$ cat config.mk
export PLATFORM = sky130hd
export DESIGN_NAME = bsr_top
export DESIGN_NICKNAME = d
export VERILOG_FILES = /design/src/rtl/bsr_pkg.sv /design/src/rtl/bsr_ctrl.sv /design/src/rtl/bsr_datapath.sv /design/src/rtl/bsr_top.sv
export SDC_FILE = /design/constraint.sdc
export NUM_CORES = 1
export LEC_CHECK = 0
export ABC_AREA = 1
export BUFFER_PORTS_ARGS = -buffer_cell sky130_fd_sc_hd__buf_2
export CORE_MARGIN = 5
export CORE_UTILIZATION = 45
export DETAILED_ROUTE_END_ITERATION = 8
export PLACE_DENSITY = 0.84
export SLEW_MARGIN = 20
export SYNTH_ARGS = -nofsm -noshare
export SYNTH_HDL_FRONTEND = slang
export SYNTH_SLANG_ARGS = --single-unit
export TNS_END_PERCENT = 10
$ cat constraint.sdc
create_clock -name tck -period 1.5 [get_ports tck]
set_input_delay 0.075 -clock tck [delete_from_list [all_inputs] [get_ports tck]]
set_output_delay 0.075 -clock tck [all_outputs]
set_load 0.05 [all_outputs]
$ cat src/rtl/bsr_pkg.sv
package bsr_pkg;
  // Strobes from the control half to the cell datapath.
  typedef struct packed {
    logic capture;  // parallel load of capture stages
    logic shift;    // serial advance of capture stages
    logic update;   // commit capture stages into update stages
    logic testOn;   // update stages own the pads and core inputs
  } bsrStrobes_t;
endpackage

$ cat src/rtl/bsr_ctrl.sv
module bsr_ctrl
  import bsr_pkg::*;
(
  input  logic        captureDr,
  input  logic        shiftDr,
  input  logic        updateDr,
  input  logic        testMode,
  output bsrStrobes_t strb
);
  always_comb begin
    strb.capture = captureDr;
    // capture takes precedence over shift
    strb.shift   = shiftDr & ~captureDr;
    strb.update  = updateDr;
    strb.testOn  = testMode;
  end
endmodule

$ cat src/rtl/bsr_datapath.sv
module bsr_datapath
  import bsr_pkg::*;
#(
  parameter int NUM_IN    = 2,
  parameter int NUM_OUT   = 2,
  parameter int NUM_BIDIR = 1
) (
  input  logic                 tck,
  input  logic                 trstN,
  input  logic                 tdi,
  input  bsrStrobes_t          strb,
  input  logic [NUM_OUT-1:0]   coreOut,
  input  logic [NUM_IN-1:0]    padIn,
  input  logic [NUM_BIDIR-1:0] coreBiOut,
  input  logic [NUM_BIDIR-1:0] coreBiOe,
  input  logic [NUM_BIDIR-1:0] padBiIn,
  output logic [NUM_OUT-1:0]   padOut,
  output logic [NUM_BIDIR-1:0] padBiOut,
  output logic [NUM_BIDIR-1:0] padBiOe,
  output logic [NUM_IN-1:0]    coreIn,
  output logic [NUM_BIDIR-1:0] coreBiIn,
  output logic                 tdo
);
  localparam int OUT_BASE  = NUM_IN;
  localparam int BIDI_BASE = NUM_IN + NUM_OUT;
  localparam int CHAIN_LEN = NUM_IN + NUM_OUT + 2 * NUM_BIDIR;

  logic [CHAIN_LEN-1:0] capSrc;
  logic [CHAIN_LEN-1:0] capReg;
  logic [CHAIN_LEN-1:0] updReg;

  // Input cells: observe the pad, optionally feed the core from update.
  for (genvar i = 0; i < NUM_IN; i++) begin : g_inCell
    assign capSrc[i] = padIn[i];
    assign coreIn[i] = strb.testOn ? updReg[i] : padIn[i];
  end

  // Output cells: observe the core value, drive the pad from update.
  for (genvar j = 0; j < NUM_OUT; j++) begin : g_outCell
    assign capSrc[OUT_BASE + j] = coreOut[j];
    assign padOut[j] = strb.testOn ? updReg[OUT_BASE + j] : coreOut[j];
  end

  // Bidirectional pins: data cell then enable cell.
  for (genvar k = 0; k < NUM_BIDIR; k++) begin : g_bidiCell
    localparam int DATA_POS = BIDI_BASE + 2 * k;
    localparam int OE_POS   = BIDI_BASE + 2 * k + 1;
    assign capSrc[DATA_POS] = padBiIn[k];
    assign capSrc[OE_POS]   = coreBiOe[k];
    assign padBiOut[k] = strb.testOn ? updReg[DATA_POS] : coreBiOut[k];
    assign padBiOe[k]  = strb.testOn ? updReg[OE_POS]   : coreBiOe[k];
    assign coreBiIn[k] = padBiIn[k];
  end

  always_ff @(posedge tck or negedge trstN) begin
    if (!trstN) begin
      capReg <= '0;
    end else if (strb.capture) begin
      capReg <= capSrc;
    end else if (strb.shift) begin
      capReg <= {capReg[CHAIN_LEN-2:0], tdi};
    end
  end

  always_ff @(posedge tck or negedge trstN) begin
    if (!trstN) begin
      updReg <= '0;
    end else if (strb.update) begin
      updReg <= capReg;
    end
  end

  assign tdo = capReg[CHAIN_LEN-1];
endmodule

$ cat src/rtl/bsr_top.sv
module bsr_top
  import bsr_pkg::*;
#(
  parameter int NUM_IN    = 2,
  parameter int NUM_OUT   = 2,
  parameter int NUM_BIDIR = 1
) (
  input  logic                 tck,
  input  logic                 trstN,
  input  logic                 tdi,
  input  logic                 captureDr,
  input  logic                 shiftDr,
  input  logic                 updateDr,
  input  logic                 testMode,
  input  logic [NUM_OUT-1:0]   coreOut,
  input  logic [NUM_IN-1:0]    padIn,
  input  logic [NUM_BIDIR-1:0] coreBiOut,
  input  logic [NUM_BIDIR-1:0] coreBiOe,
  input  logic [NUM_BIDIR-1:0] padBiIn,
  output logic [NUM_OUT-1:0]   padOut,
  output logic [NUM_BIDIR-1:0] padBiOut,
  output logic [NUM_BIDIR-1:0] padBiOe,
  output logic [NUM_IN-1:0]    coreIn,
  output logic [NUM_BIDIR-1:0] coreBiIn,
  output logic                 tdo
);
  bsrStrobes_t strb;

  bsr_ctrl u_ctrl (
    .captureDr (captureDr),
    .shiftDr   (shiftDr),
    .updateDr  (updateDr),
    .testMode  (testMode),
    .strb      (strb)
  );

  bsr_datapath #(
    .NUM_IN    (NUM_IN),
    .NUM_OUT   (NUM_OUT),
    .NUM_BIDIR (NUM_BIDIR)
  ) u_dp (
    .tck       (tck),
    .trstN     (trstN),
    .tdi       (tdi),
    .strb      (strb),
    .coreOut   (coreOut),
    .padIn     (padIn),
    .coreBiOut (coreBiOut),
    .coreBiOe  (coreBiOe),
    .padBiIn   (padBiIn),
    .padOut    (padOut),
    .padBiOut  (padBiOut),
    .padBiOe   (padBiOe),
    .coreIn    (coreIn),
    .coreBiIn  (coreBiIn),
    .tdo       (tdo)
  );
endmodule

== Word-level counts from Yosys, hierarchy flattened ==
Cells that the tools add are included.

* Reductions and logical operators: 1
* Multiplexer cells: 8
* Bitwise operators: 2

{| class="wikitable"
|+ Operator list
! operator !! number
|-
| $mux 6 || 2
|-
| $mux 1 || 6
|-
| $reduce_bool 2->1 || 1
|-
| $and 1x1->1 || 1
|-
| $not 1->1 || 1
|}

* Bits in registers: 12
* Output and inout port bits: 8

== Depth between registers and ports, before layout ==
Gate-level depths: netlist of run 1.

* Word-level depth: 4
* Mapped depth: 4
* Depth with buffers taken out: 3

== Cells and area by module ==
A second synthesis of run 1 with hierarchy kept.

* Cell total of the unflattened synthesis: 88
* Area total of the unflattened synthesis: 649.4 µm²

{| class="wikitable"
|+ Modules (own cells, without submodules)
! module !! sequential area each (µm²) !! area an instance (µm²) !! cells each !! times used
|-
| bsr_datapath || 300.3 || 616.8 || 83 || 1
|-
| bsr_ctrl || 0.0 || 32.5 || 5 || 1
|}

== Least setup slack after synthesis of run 1 ==
No wires, ideal clock.

* Path type: flip-flop to output port
* From: register u_dp.updReg[1]
* To: output port coreIn[1]
* Arrival: 1,123 ps
* Stages on the path, launching flop included: 3
* Data required time: 1,425 ps
* Buffers on the path: 0
* Slack: 302 ps
* Cell sequence: dfrtp_1 -> inv_1 -> a21oi_1

* Cells in the longest elaborated chain, start to end: 1

{| class="wikitable"
|+ Ends and longest elaborated chain
! what !! RTL line !! text
|-
| start: declaration || bsr_datapath.sv:30 || <nowiki>logic [CHAIN_LEN-1:0] updReg;</nowiki>
|-
| start signal: assignment || bsr_datapath.sv:69 || <nowiki>updReg <= capReg;</nowiki>
|-
| $mux 1 || bsr_datapath.sv:35 || <nowiki>assign coreIn[i] = strb.testOn ? updReg[i] : padIn[i];</nowiki>
|-
| end: declaration || bsr_top.sv:23 || <nowiki>output logic [NUM_IN-1:0] coreIn,</nowiki>
|}

No other way between the ends.

== Worst setup path after layout of run 1 ==
* From: register u_dp.updReg[2]
* To: output port padOut[0]

* Cells in the longest elaborated chain, start to end: 1

{| class="wikitable"
|+ Ends and longest elaborated chain
! what !! RTL line !! text
|-
| $mux 1 || bsr_datapath.sv:41 || <nowiki>assign padOut[j] = strb.testOn ? updReg[OUT_BASE + j] : coreOut[j];</nowiki>
|-
| end: declaration || bsr_top.sv:20 || <nowiki>output logic [NUM_OUT-1:0] padOut,</nowiki>
|}

No other way between the ends.

==> metrics.cfg, run 1 <==
[status]
status = complete, no violations

[logic_synthesis]
synth_top_area_share_pct = 49.3
synth_xor_area_share_pct = 0
yosys-top-cells-area = dfrtp_1 (49%), nand2_1 (11%), nand3_2 (9.9%)
yosys.area_share.simple_pct = 31.4
yosys_warnings = 0
synth_top_family_by_area = simple AND/OR/NAND/NOR gates
synthCells = 72
synthAdderAreaFrac_pct = 0
synth_fp_nets = 86
synth_seq_cells = 12
synth_compound_area_share_pct = 9.86
synth_top_cell_by_area = dfrtp_1
synth_mux_area_share_pct = 0
synth_cell_types = 13
synth.yosys.seq_area_share_pct = 49.3
netlist_area_um2 = 609
syn_area_per_cell_um2 = 8.46

[clock_tree]
htreeDepth = 1
cts-root-buf = clkbuf_4
cts_resized = 0
path_clk_slew_ns = 0.07
cts_buffer_depth = 2
clkLatencyLatePin_ns = 0.27
numCtsBuffers = 3
cts_sinks = 12
cts_tree = yes

[drt]
dr_total_vias = 545
finalWirelength_mm = 1.26
drtPass1Iterations = 4
drc_errors = 0
ant_nets = 0
via_per_inst = 5.05
routedWlPerCell_um = 11.6
drtIter0Drc = 8

[timing]
setup_tns_ns = 0
period_minus_slack_ns = 1.12
relSlewSlack_pct = 82.5
hold_ws_ns = 0.0422
skew_ns = 0.00231
max_clock_freq_mhz = 891
finalCritPeriodShare_pct = 74.9
grt_setup_unrepaired = no
maxSlewViolCount = 0
hold_viol = 0
worst_pin_slew_ns = 0.262
setup-violations-final = 0

[floorplan]
core.rowCount = 13
die_area_um2 = 2190
die_h_um = 46.8
die_x_um = 46.8
initial_utilization_pct = 47.4
core_area_um2 = 1280
io_pins = 22

[final_layout]
area_growth_pct = 20.5
diodes = 0
drive_gt1_share_pct = 34.4
fin_nets = 109
fillers = 125

[global_routing]
grt_max_degree = 13
groute.usage.overall_pct = 14.5
antenna_found_initial = 0
grt-ovfl-total = 0
grt_pass1_wl_mm = 2.12
grt_pass1_vias = 519

[power]
power.internal_mw = 0.511
p_leak_nw = 0.394
sw_frac_of_total_pct = 34.2
irDropWorstVdd_mv = 0.376
total_power_mw = 0.776
power_frac_comb_pct = 26.7
power_frac_seq_pct = 48.7
p_sw_mw = 0.265
clockPowerShare_pct = 24.5
powerDensity_nw_per_um2 = 1060

[setup_path]
cpLargestDelayFamily = flip-flops
path_buf_inv = 2
rrSetupSlack_ns = 0.80
worstSetupPathType = flop to output pin
critPathMaxStageDelay_ns = 0.33
worstPathArrival_ns = 1.05
crit_path_max_fanout = 2
endpoint_kind = output pin
critPathLaunchType = flop
crit_path_cell_trace = inv_1 -> a21oi_1 -> buf_2
cpMaxStageDelayCell = dfrtp_1
critical_path_required_ns = 1.42

[place]
gp_congestion = 0.793
portBuffers = 21
dp_hpwl_um = 979

[hold_path]
hold_path_class = input port to flop

[run]
max_cap_viol_count = 0

## metrics by stage
step	cells	utilization, %	setup slack, ns	cell area (µm²)
after floorplan	72	-	0.302	609
after global placement	104	54.6	0.688	702
after detailed placement	104	54.6	0.668	702
after CTS	108	57.2	0.365	734
after global routing	108	57.2	0.300	734
final	108	57.2	0.377	734
## layer usage
metal  wire [µm]  part of all wire (%)  track usage [%]
met1         553                    44             17.5
met2         561                    45             22.0
met3          89                   7.1             3.45
met4          52                   4.1             11.6
met5           0                     0                0
## worst register-to-register path, delay by kind of cell, from the launching register on
family	cells	cell delay, ns
flip-flops	1	0.41
AND/OR/NAND/NOR	2	0.18
## registers in the layout, summed over array words and instances, names as in the netlist
signal       count
u_dp.updReg      6
u_dp.capReg      6
## cells by family (layout without fill, tap and decap cells)
kind of cell / after synthesis / after routing
buf+inv: 11 / 32
flops: 12 / 12
compound gates: 12 / 12
simple gates: 37 / 37
## Yosys cell counts
library cell	number
inv_2	1
inv_1	6
nor2_1	6
a21oi_1	6
buf_4	2
o21ai_0	6
buf_6	1
nand3_1	6
buf_2	1
nor2_4	1
dfrtp_1	12
nand3_2	6
nand2_1	18
## power groups by stage
stage                     combinational, mW  clock [mW]  sequential, mW
after global placement                0.203           0           0.383
after floorplan                       0.145           0           0.388
after detailed placement              0.207           0           0.384
after global routing                  0.228       0.217           0.382
after CTS                             0.210       0.198           0.378
final                                 0.208       0.190           0.378
## area by class of cell
type / instances / area (µm²) / share of cell area, %
clock buffer: 3 / 22.5 / 3.07
inverter: 7 / 26.3 / 3.58
multi-input combinational: 49 / 251 / 34.2
sequential: 12 / 300 / 40.9
tap: 15 / 18.8 / 2.56
timing repair buffer: 22 / 115 / 15.7
## final timing paths
kind / from / end / cells past startpoint
max in group asynchronous: trstN / u_dp.updReg[2]$_DFFE_PN0P_ / 2
worst max register to register: u_dp.capReg[4]$_DFFE_PN0P_ / u_dp.capReg[5]$_DFFE_PN0P_ / 2
worst min-delay path: padBiIn / u_dp.capReg[4]$_DFFE_PN0P_ / 3
worst min register to register: u_dp.updReg[0]$_DFFE_PN0P_ / u_dp.updReg[0]$_DFFE_PN0P_ / 2
min in group asynchronous: trstN / u_dp.capReg[3]$_DFFE_PN0P_ / 2
worst max-delay path: u_dp.updReg[2]$_DFFE_PN0P_ / padOut[0] / 3
## cell usage in the layout, fill, tap and decap left out
master,count
buf_2,21
nand2_1,18
dfrtp_1,12
inv_1,6
nor2_1,6
a21oi_1,6
nand3_1,6
nand3_2,6
o21ai_0,6
clkbuf_4,3
nor2_4,1
inv_2,1
dlygate4sd3_1,1
## timing repair
| action | CTS | global route |
|---|---|---|
| endpoints found under the hold margin | 12 | 0 |
| hold buffers | 1 | 0 |
| buffers inserted | 0 | 0 |
Power figures use the tool's default switching activity.
==> run 2: changes to the inputs <==
--- a/config.mk
+++ b/config.mk
@@ -5,12 +5,12 @@
 export SDC_FILE = /design/constraint.sdc
 export NUM_CORES = 1
 export LEC_CHECK = 0
-export ABC_AREA = 1
+export ABC_AREA = 0
 export BUFFER_PORTS_ARGS = -buffer_cell sky130_fd_sc_hd__buf_2
 export CORE_MARGIN = 5
-export CORE_UTILIZATION = 45
+export CORE_UTILIZATION = 42
 export DETAILED_ROUTE_END_ITERATION = 8
-export PLACE_DENSITY = 0.84
+export PLACE_DENSITY = 0.81
 export SLEW_MARGIN = 20
 export SYNTH_ARGS = -nofsm -noshare
 export SYNTH_HDL_FRONTEND = slang
==> constraint.sdc (replaced) <==
create_clock -name tck -period 1 [get_ports tck]
set_input_delay 0.05 -clock tck [delete_from_list [all_inputs] [get_ports tck]]
set_output_delay 0.05 -clock tck [all_outputs]
set_load 0.05 [all_outputs]
==> metrics.cfg, run 2 <==
[setup_path]
worstSetupPathType = flop to output pin  ; unchanged
endpoint_kind = output pin  ; unchanged
critical_path_required_ns = 0.95  ; was 1.42 ns
crit_path_max_fanout = 2  ; unchanged
worstPathArrival_ns = 1.10  ; was 1.05 ns
ff2ff_path_depth = 3  ; was 2
critPathLaunchType = flop  ; unchanged

[logic_synthesis]
synth_fp_nets = 61  ; was 86
synth_compound_area_share_pct = 4.70  ; was 9.86%
yosys-top-cells-area = dfrtp_1 (47%), mux2_4 (28%), mux2i_1 (9.4%)  ; was dfrtp_1 (49%), nand2_1 (11%), nand3_2 (9.9%)
async_flop_share_pct = 100  ; unchanged
synth_top_family_by_area = multiplexers  ; was simple AND/OR/NAND/NOR gates
synth_top_cell_by_area = dfrtp_1  ; unchanged
synthAdderAreaFrac_pct = 0  ; unchanged
synth_mux_area_share_pct = 37.6  ; was 0%
synth_xor_area_share_pct = 0  ; unchanged
synth.yosys.seq_area_share_pct = 47.0  ; was 49.3%
synth_cell_types = 8  ; was 13
synth_common_cells = dfrtp_1 (12), mux2_4 (12), mux2i_1 (6), nand2_1 (6), o21ai_1 (6)  ; was nand2_1 (18), dfrtp_1 (12)
yosys.area_share.simple_pct = 3.52  ; was 31.4%
synth_seq_cells = 12  ; unchanged
syn_area_per_cell_um2 = 13.6  ; was 8.46 µm²
yosys_warnings = 0  ; unchanged
synth_top_area_share_pct = 47.0  ; was 49.3%
synthCells = 47  ; was 72
synth_flop_cell = dfrtp_1  ; unchanged
netlist_area_um2 = 639  ; was 609 µm²
synth-edff-count = 0  ; unchanged

[timing]
skew_ns = 0.00276  ; was 0.00231 ns
period_minus_slack_ns = 1.15
worst_pin_slew_ns = 0.271  ; was 0.262 ns
hold_viol = 1  ; was 0
max_clock_freq_mhz = 873
setup_slack_ns = -0.145  ; was 0.377 ns
hold_ws_ns = -0.000605  ; was 0.0422 ns
relSlewSlack_pct = 81.9  ; was 82.5%
maxSlewViolCount = 0  ; unchanged
setup-violations-final = 7  ; was 0
grt_setup_unrepaired = yes  ; was no
finalCritPeriodShare_pct = 115

[place]
place_area_um2 = 718  ; was 702 µm²
dp_hpwl_um = 890  ; was 979 µm
gp_congestion = 0.653  ; was 0.793
portBuffers = 21  ; unchanged
pre_cts_ws_ns = 0.125  ; was 0.668 ns

[drt]
ant_nets = 0  ; unchanged
drc_errors = 0  ; unchanged
finalWirelength_mm = 1.26  ; about the same
via_per_inst = 4.97  ; was 5.05
drtPass1Iterations = 4  ; unchanged
drtIter0Drc = 7  ; was 8
routedWlPerCell_um = 14.5  ; was 11.6 µm
dr_total_vias = 432  ; was 545

[global_routing]
grt-ovfl-total = 0  ; unchanged
antenna_found_initial = 0  ; unchanged
grt_max_degree = 13  ; unchanged
groute.usage.overall_pct = 11.2  ; was 14.5%
grt_pass1_wl_mm = 2.09  ; was 2.12 mm
grt_pass1_vias = 443  ; was 519

[floorplan]
die_h_um = 49.0  ; was 46.8 µm
die_x_um = 49.0  ; was 46.8 µm
core_area_um2 = 1470  ; was 1280 µm²
core.rowCount = 14  ; was 13
initial_utilization_pct = 43.5  ; was 47.4%
io_pins = 22  ; unchanged
die_area_um2 = 2400  ; was 2190 µm²

[final_layout]
area_growth_pct = 29.4  ; was 20.5%
layout_commonest_cell = buf_2  ; unchanged
fillers = 120  ; was 125
diodes = 0  ; unchanged
drive_gt1_share_pct = 56.3  ; was 34.4%
final_cell_mix = buf_2 (14), mux2_4 (12), dfrtp_1 (12)  ; was buf_2 (21), nand2_1 (18), dfrtp_1 (12)
multi_input_area_um2 = 293  ; was 251 µm²
fin_nets = 86  ; was 109
final-seq-area_um2 = 300  ; unchanged
stdcell_area_um2 = 827  ; was 734 µm²
largestRegisters = u_dp.capReg: 6 flops, u_dp.updReg: 6 flops  ; unchanged

[clock_tree]
cts_tree = yes  ; unchanged
htreeDepth = 1  ; unchanged
numCtsBuffers = 3  ; unchanged
cts-root-buf = clkbuf_4  ; unchanged
cts_sinks = 12  ; unchanged
path_clk_slew_ns = 0.08  ; was 0.07 ns
cts_buffer_depth = 2  ; unchanged
clkLatencyLatePin_ns = 0.27  ; about the same

[hold_path]
whs_path_depth = 3  ; unchanged
hold_path_class = input port to flop  ; unchanged

[status]
violations = negative hold slack, negative setup slack
status = finished with violations  ; was complete, no violations

[power]
powerDensity_nw_per_um2 = 1740  ; was 1060 nW/µm²
p_leak_nw = 0.437  ; was 0.394 nW
irDropWorstVdd_mv = 1.02  ; was 0.376 mV

[run]
max_cap_viol_count = 0  ; unchanged

-- run 2: final timing paths --
path / startpoint / end / slack, ns
worst max-delay path: u_dp.updReg[3]$_DFFE_PN0P_ / padOut[1] / -0.15
worst min-delay path: padIn[0] / u_dp.capReg[0]$_DFFE_PN0P_ / -0.0006
worst max register to register: u_dp.updReg[3]$_DFFE_PN0P_ / u_dp.updReg[3]$_DFFE_PN0P_ / -0.03
worst min register to register: u_dp.updReg[4]$_DFFE_PN0P_ / u_dp.updReg[4]$_DFFE_PN0P_ / 0.52
max in group asynchronous: trstN / u_dp.capReg[4]$_DFFE_PN0P_ / 0.62
min in group asynchronous: trstN / u_dp.capReg[2]$_DFFE_PN0P_ / 0.17
-- run 2: cell families after synthesis --
kind of cell	Yosys count
AO/OA/AOI/OAI	6
AND/OR/NAND/NOR	6
buffers and inverters	5
multiplexers	18
flip-flops	12
-- run 2: report_power, final --
| part | internal [mW] | total [mW] | switching, mW |
|---|---|---|---|
| combinational | 0.224 | 0.459 | 0.235 |
| clock | 0.221 | 0.395 | 0.174 |
| sequential | 0.546 | 0.588 | 0.0421 |
| total | 0.991 | 1.44 | 0.451 |
-- run 2: cell type report --
cell class                 instances  share of cell area (%)
clock buffer                       4                    4.39
tap                               16                    2.42
timing repair buffer              25                    21.5
multi-input combinational         30                    35.4
sequential                        12                    36.3
-- run 2: worst max-delay path, cell delays in order (launching register included) --
cell,delay (ns)
dfrtp_1,0.40
mux2_4,0.27
buf_6,0.15
-- run 2: through the flow --
step                setup TNS [ns]  power (mW)  hold slack, ns  std cells  util [%]
detailed placement               0       0.980         -0.0609         79      48.8
finish                      -0.784        1.44       -0.000605         87      56.2
CTS                         -0.741        1.43        0.000491         86      55.5
floorplan                        0       0.902          -0.246         47         -
global placement                 0       0.970         -0.0636         79      48.8
global route                -0.930        1.49          0.0274         87      56.2
-- run 2: layer usage --
layer / GRT usage, % / part of all wire (%) / wire length, µm
met1: 13.7 / 45 / 560
met5: 0 / 0 / 0
met3: 3.67 / 5.5 / 69
met2: 16.7 / 49 / 611
met4: 6.73 / 1.4 / 17
-- run 2: what timing repair did --
item | 4_1_cts | 5_1_grt
endpoints found under the setup margin | 6 | 7
resized for setup | 12 | 1
setup buffers | 2 | 1
endpoints found under the hold margin | 12 | 0
pin swaps | 0 | 0
hold buffers | 1 | 0
==> run 3: changes to the inputs <==
--- a/config.mk
+++ b/config.mk
@@ -8,9 +8,9 @@
 export ABC_AREA = 0
 export BUFFER_PORTS_ARGS = -buffer_cell sky130_fd_sc_hd__buf_2
 export CORE_MARGIN = 5
-export CORE_UTILIZATION = 42
+export CORE_UTILIZATION = 45
 export DETAILED_ROUTE_END_ITERATION = 8
-export PLACE_DENSITY = 0.81
+export PLACE_DENSITY = 0.83
 export SLEW_MARGIN = 20
 export SYNTH_ARGS = -nofsm -noshare
 export SYNTH_HDL_FRONTEND = slang
==> constraint.sdc (replaced) <==
create_clock -name tck -period 1.3 [get_ports tck]
set_input_delay 0.065 -clock tck [delete_from_list [all_inputs] [get_ports tck]]
set_output_delay 0.065 -clock tck [all_outputs]
set_load 0.05 [all_outputs]
==> metrics.cfg, run 3 (synthesis results as in run 2) <==
[timing]
period_minus_slack_ns = 1.18
setup_tns_ns = 0  ; was -0.784 ns
setup-violations-final = 0  ; was 7
skew_ns = 0.00198  ; was 0.00276 ns
worst_pin_slew_ns = 0.274  ; was 0.271 ns
max_clock_freq_mhz = 846
grt_setup_unrepaired = no  ; was yes
hold_viol = 0  ; was 1
maxSlewViolCount = 0  ; unchanged
hold_ws_ns = 0.0283  ; was -0.000605 ns
finalCritPeriodShare_pct = 91.0
relSlewSlack_pct = 81.7  ; was 81.9%

[final_layout]
diodes = 0  ; unchanged
drive_gt1_share_pct = 53.7  ; was 56.3%
fin_nets = 83  ; was 86
final_cells = 82  ; was 87
layout_commonest_cell = buf_2  ; unchanged
final_cell_mix = buf_2 (21), mux2_4 (12), dfrtp_1 (12)  ; was buf_2 (14), mux2_4 (12), dfrtp_1 (12)
area_growth_pct = 17.2  ; was 29.4%
post-route-util_pct = 56.9  ; was 56.2%
largestRegisters = u_dp.capReg: 6 flops, u_dp.updReg: 6 flops  ; unchanged

[setup_path]
critPathLaunchType = flop  ; unchanged
cpLargestDelayFamily = flip-flops  ; unchanged
worstPathArrival_ns = 1.12  ; was 1.10 ns
endpoint_kind = output pin  ; unchanged
crit_path_start = u_dp.updReg[3]$_DFFE_PN0P_  ; unchanged
crit_path_cell_trace = mux2_4 -> buf_2  ; was mux2_4 -> buf_6
worstSetupPathType = flop to output pin  ; unchanged
path_buf_inv = 1  ; unchanged
critical_path_required_ns = 1.24  ; was 0.95 ns
critPathMaxStageDelay_ns = 0.39  ; was 0.40 ns
rr_startpoint = u_dp.capReg[1]$_DFFE_PN0P_  ; was u_dp.updReg[3]$_DFFE_PN0P_
crit_path_max_fanout = 2  ; unchanged
cpMaxStageDelayCell = dfrtp_1  ; unchanged

[floorplan]
core.rowCount = 13  ; was 14
die_x_um = 47.7  ; was 49.0 µm
die_h_um = 47.7  ; was 49.0 µm
die_area_um2 = 2270  ; was 2400 µm²
initial_utilization_pct = 48.5  ; was 43.5%
io_pins = 22  ; unchanged
core_area_um2 = 1320  ; was 1470 µm²

[place]
gp_congestion = 0.696  ; was 0.653
dp_cells = 78  ; was 79
portBuffers = 21  ; unchanged
dp_hpwl_um = 876  ; was 890 µm

[global_routing]
antenna_found_initial = 0  ; unchanged
groute.usage.overall_pct = 11.9  ; was 11.2%
grt-ovfl-total = 0  ; unchanged
grt_max_degree = 13  ; unchanged
grt_pass1_vias = 415  ; was 443
grt_pass1_wl_mm = 1.82  ; was 2.09 mm

[power]
p_leak_nw = 0.403  ; was 0.437 nW
power_frac_seq_pct = 46.5  ; was 40.8%
power.internal_mw = 0.652  ; was 0.991 mW
irDropWorstVdd_mv = 0.934  ; was 1.02 mV
powerDensity_nw_per_um2 = 1290  ; was 1740 nW/µm²
clockPowerShare_pct = 23.0  ; was 27.4%
power_frac_comb_pct = 30.5  ; was 31.9%
sw_frac_of_total_pct = 32.7  ; was 31.3%
p_sw_mw = 0.317  ; was 0.451 mW
total_power_mw = 0.969  ; was 1.44 mW

[hold_path]
hp-start = padIn[1]  ; was padIn[0]
hold_path_class = input port to flop  ; unchanged

[clock_tree]
htreeDepth = 1  ; unchanged
path_clk_slew_ns = 0.07  ; was 0.08 ns
cts_setup_buffers = 0  ; was 2
clkLatencyLatePin_ns = 0.26  ; was 0.27 ns
cts_sinks = 12  ; unchanged
numCtsBuffers = 3  ; unchanged
cts-root-buf = clkbuf_4  ; unchanged
cts_tree = yes  ; unchanged
cts_buffer_depth = 2  ; unchanged

[drt]
ant_nets = 0  ; unchanged
routedWlPerCell_um = 13.8  ; was 14.5 µm
via_per_inst = 4.98  ; was 4.97
drc_errors = 0  ; unchanged
drtIter0Drc = 5  ; was 7
finalWirelength_mm = 1.13  ; was 1.26 mm
dr_total_vias = 408  ; was 432
drtPass1Iterations = 4  ; unchanged

[run]
max_cap_viol_count = 0  ; unchanged

[status]
status = complete, no violations  ; was finished with violations

==> run 3: cell types whose count changed in the layout (fill, tap and decap cells not counted) <==
cell / previous run / this run
buf_2: 14 / 21
clkbuf_8: 1 / 0
clkbuf_4: 4 / 3
buf_6: 6 / 0
buf_4: 3 / 0
==> run 3: power groups by stage <==
stage / logic (mW) / registers [mW] / clock network [mW]
2_1_floorplan: 0.234 / 0.460 / 0
3_3_place_gp: 0.290 / 0.455 / 0
3_5_place_dp: 0.296 / 0.458 / 0
4_1_cts: 0.299 / 0.451 / 0.232
5_1_grt: 0.315 / 0.459 / 0.251
6_report: 0.295 / 0.451 / 0.222
==> run 3: final cells by class <==
type,instances,area [µm²]
Fill cell,121,568
Sequential cell,12,300
Multi-Input combinational cell,30,293
Timing Repair Buffer,22,115
Clock buffer,3,22.5
Tap cell,15,18.8
==> run 3: stage by stage <==
stage | worst slack, ns | area (µm²)
after floorplan | 0.304 | 639
after global placement | 0.414 | 717
after detailed placement | 0.410 | 717
after CTS | 0.105 | 749
after global routing | 0.0793 | 749
final | 0.117 | 749
==> run 3: repair_timing <==
item / CTS / global route
gates resized for setup: 0 / 0
endpoints found under the hold margin: 12 / 0
hold buffers: 1 / 0
==> run 3: routing by layer <==
metal,vias to the layer above,GRT usage (%),part of all wire [%],routed length [µm]
met5,-,0,0,0
met4,0,3.23,0,0
met3,0,4.51,8.5,96
met2,16,17.4,48,549
met1,190,16.5,43,486
li1,202,-,-,-
==> run 3: worst paths after layout <==
kind | depth (start not counted) | slack, ns | endpoint
max | 2 | 0.12 | padOut[1]
min | 3 | 0.03 | u_dp.capReg[1]$_DFFE_PN0P_
max reg2reg | 1 | 0.52 | u_dp.updReg[1]$_DFFE_PN0P_
min reg2reg | 1 | 0.52 | u_dp.updReg[2]$_DFFE_PN0P_
max in group asynchronous | 2 | 0.89 | u_dp.updReg[1]$_DFFE_PN0P_
min in group asynchronous | 2 | 0.19 | u_dp.capReg[4]$_DFFE_PN0P_
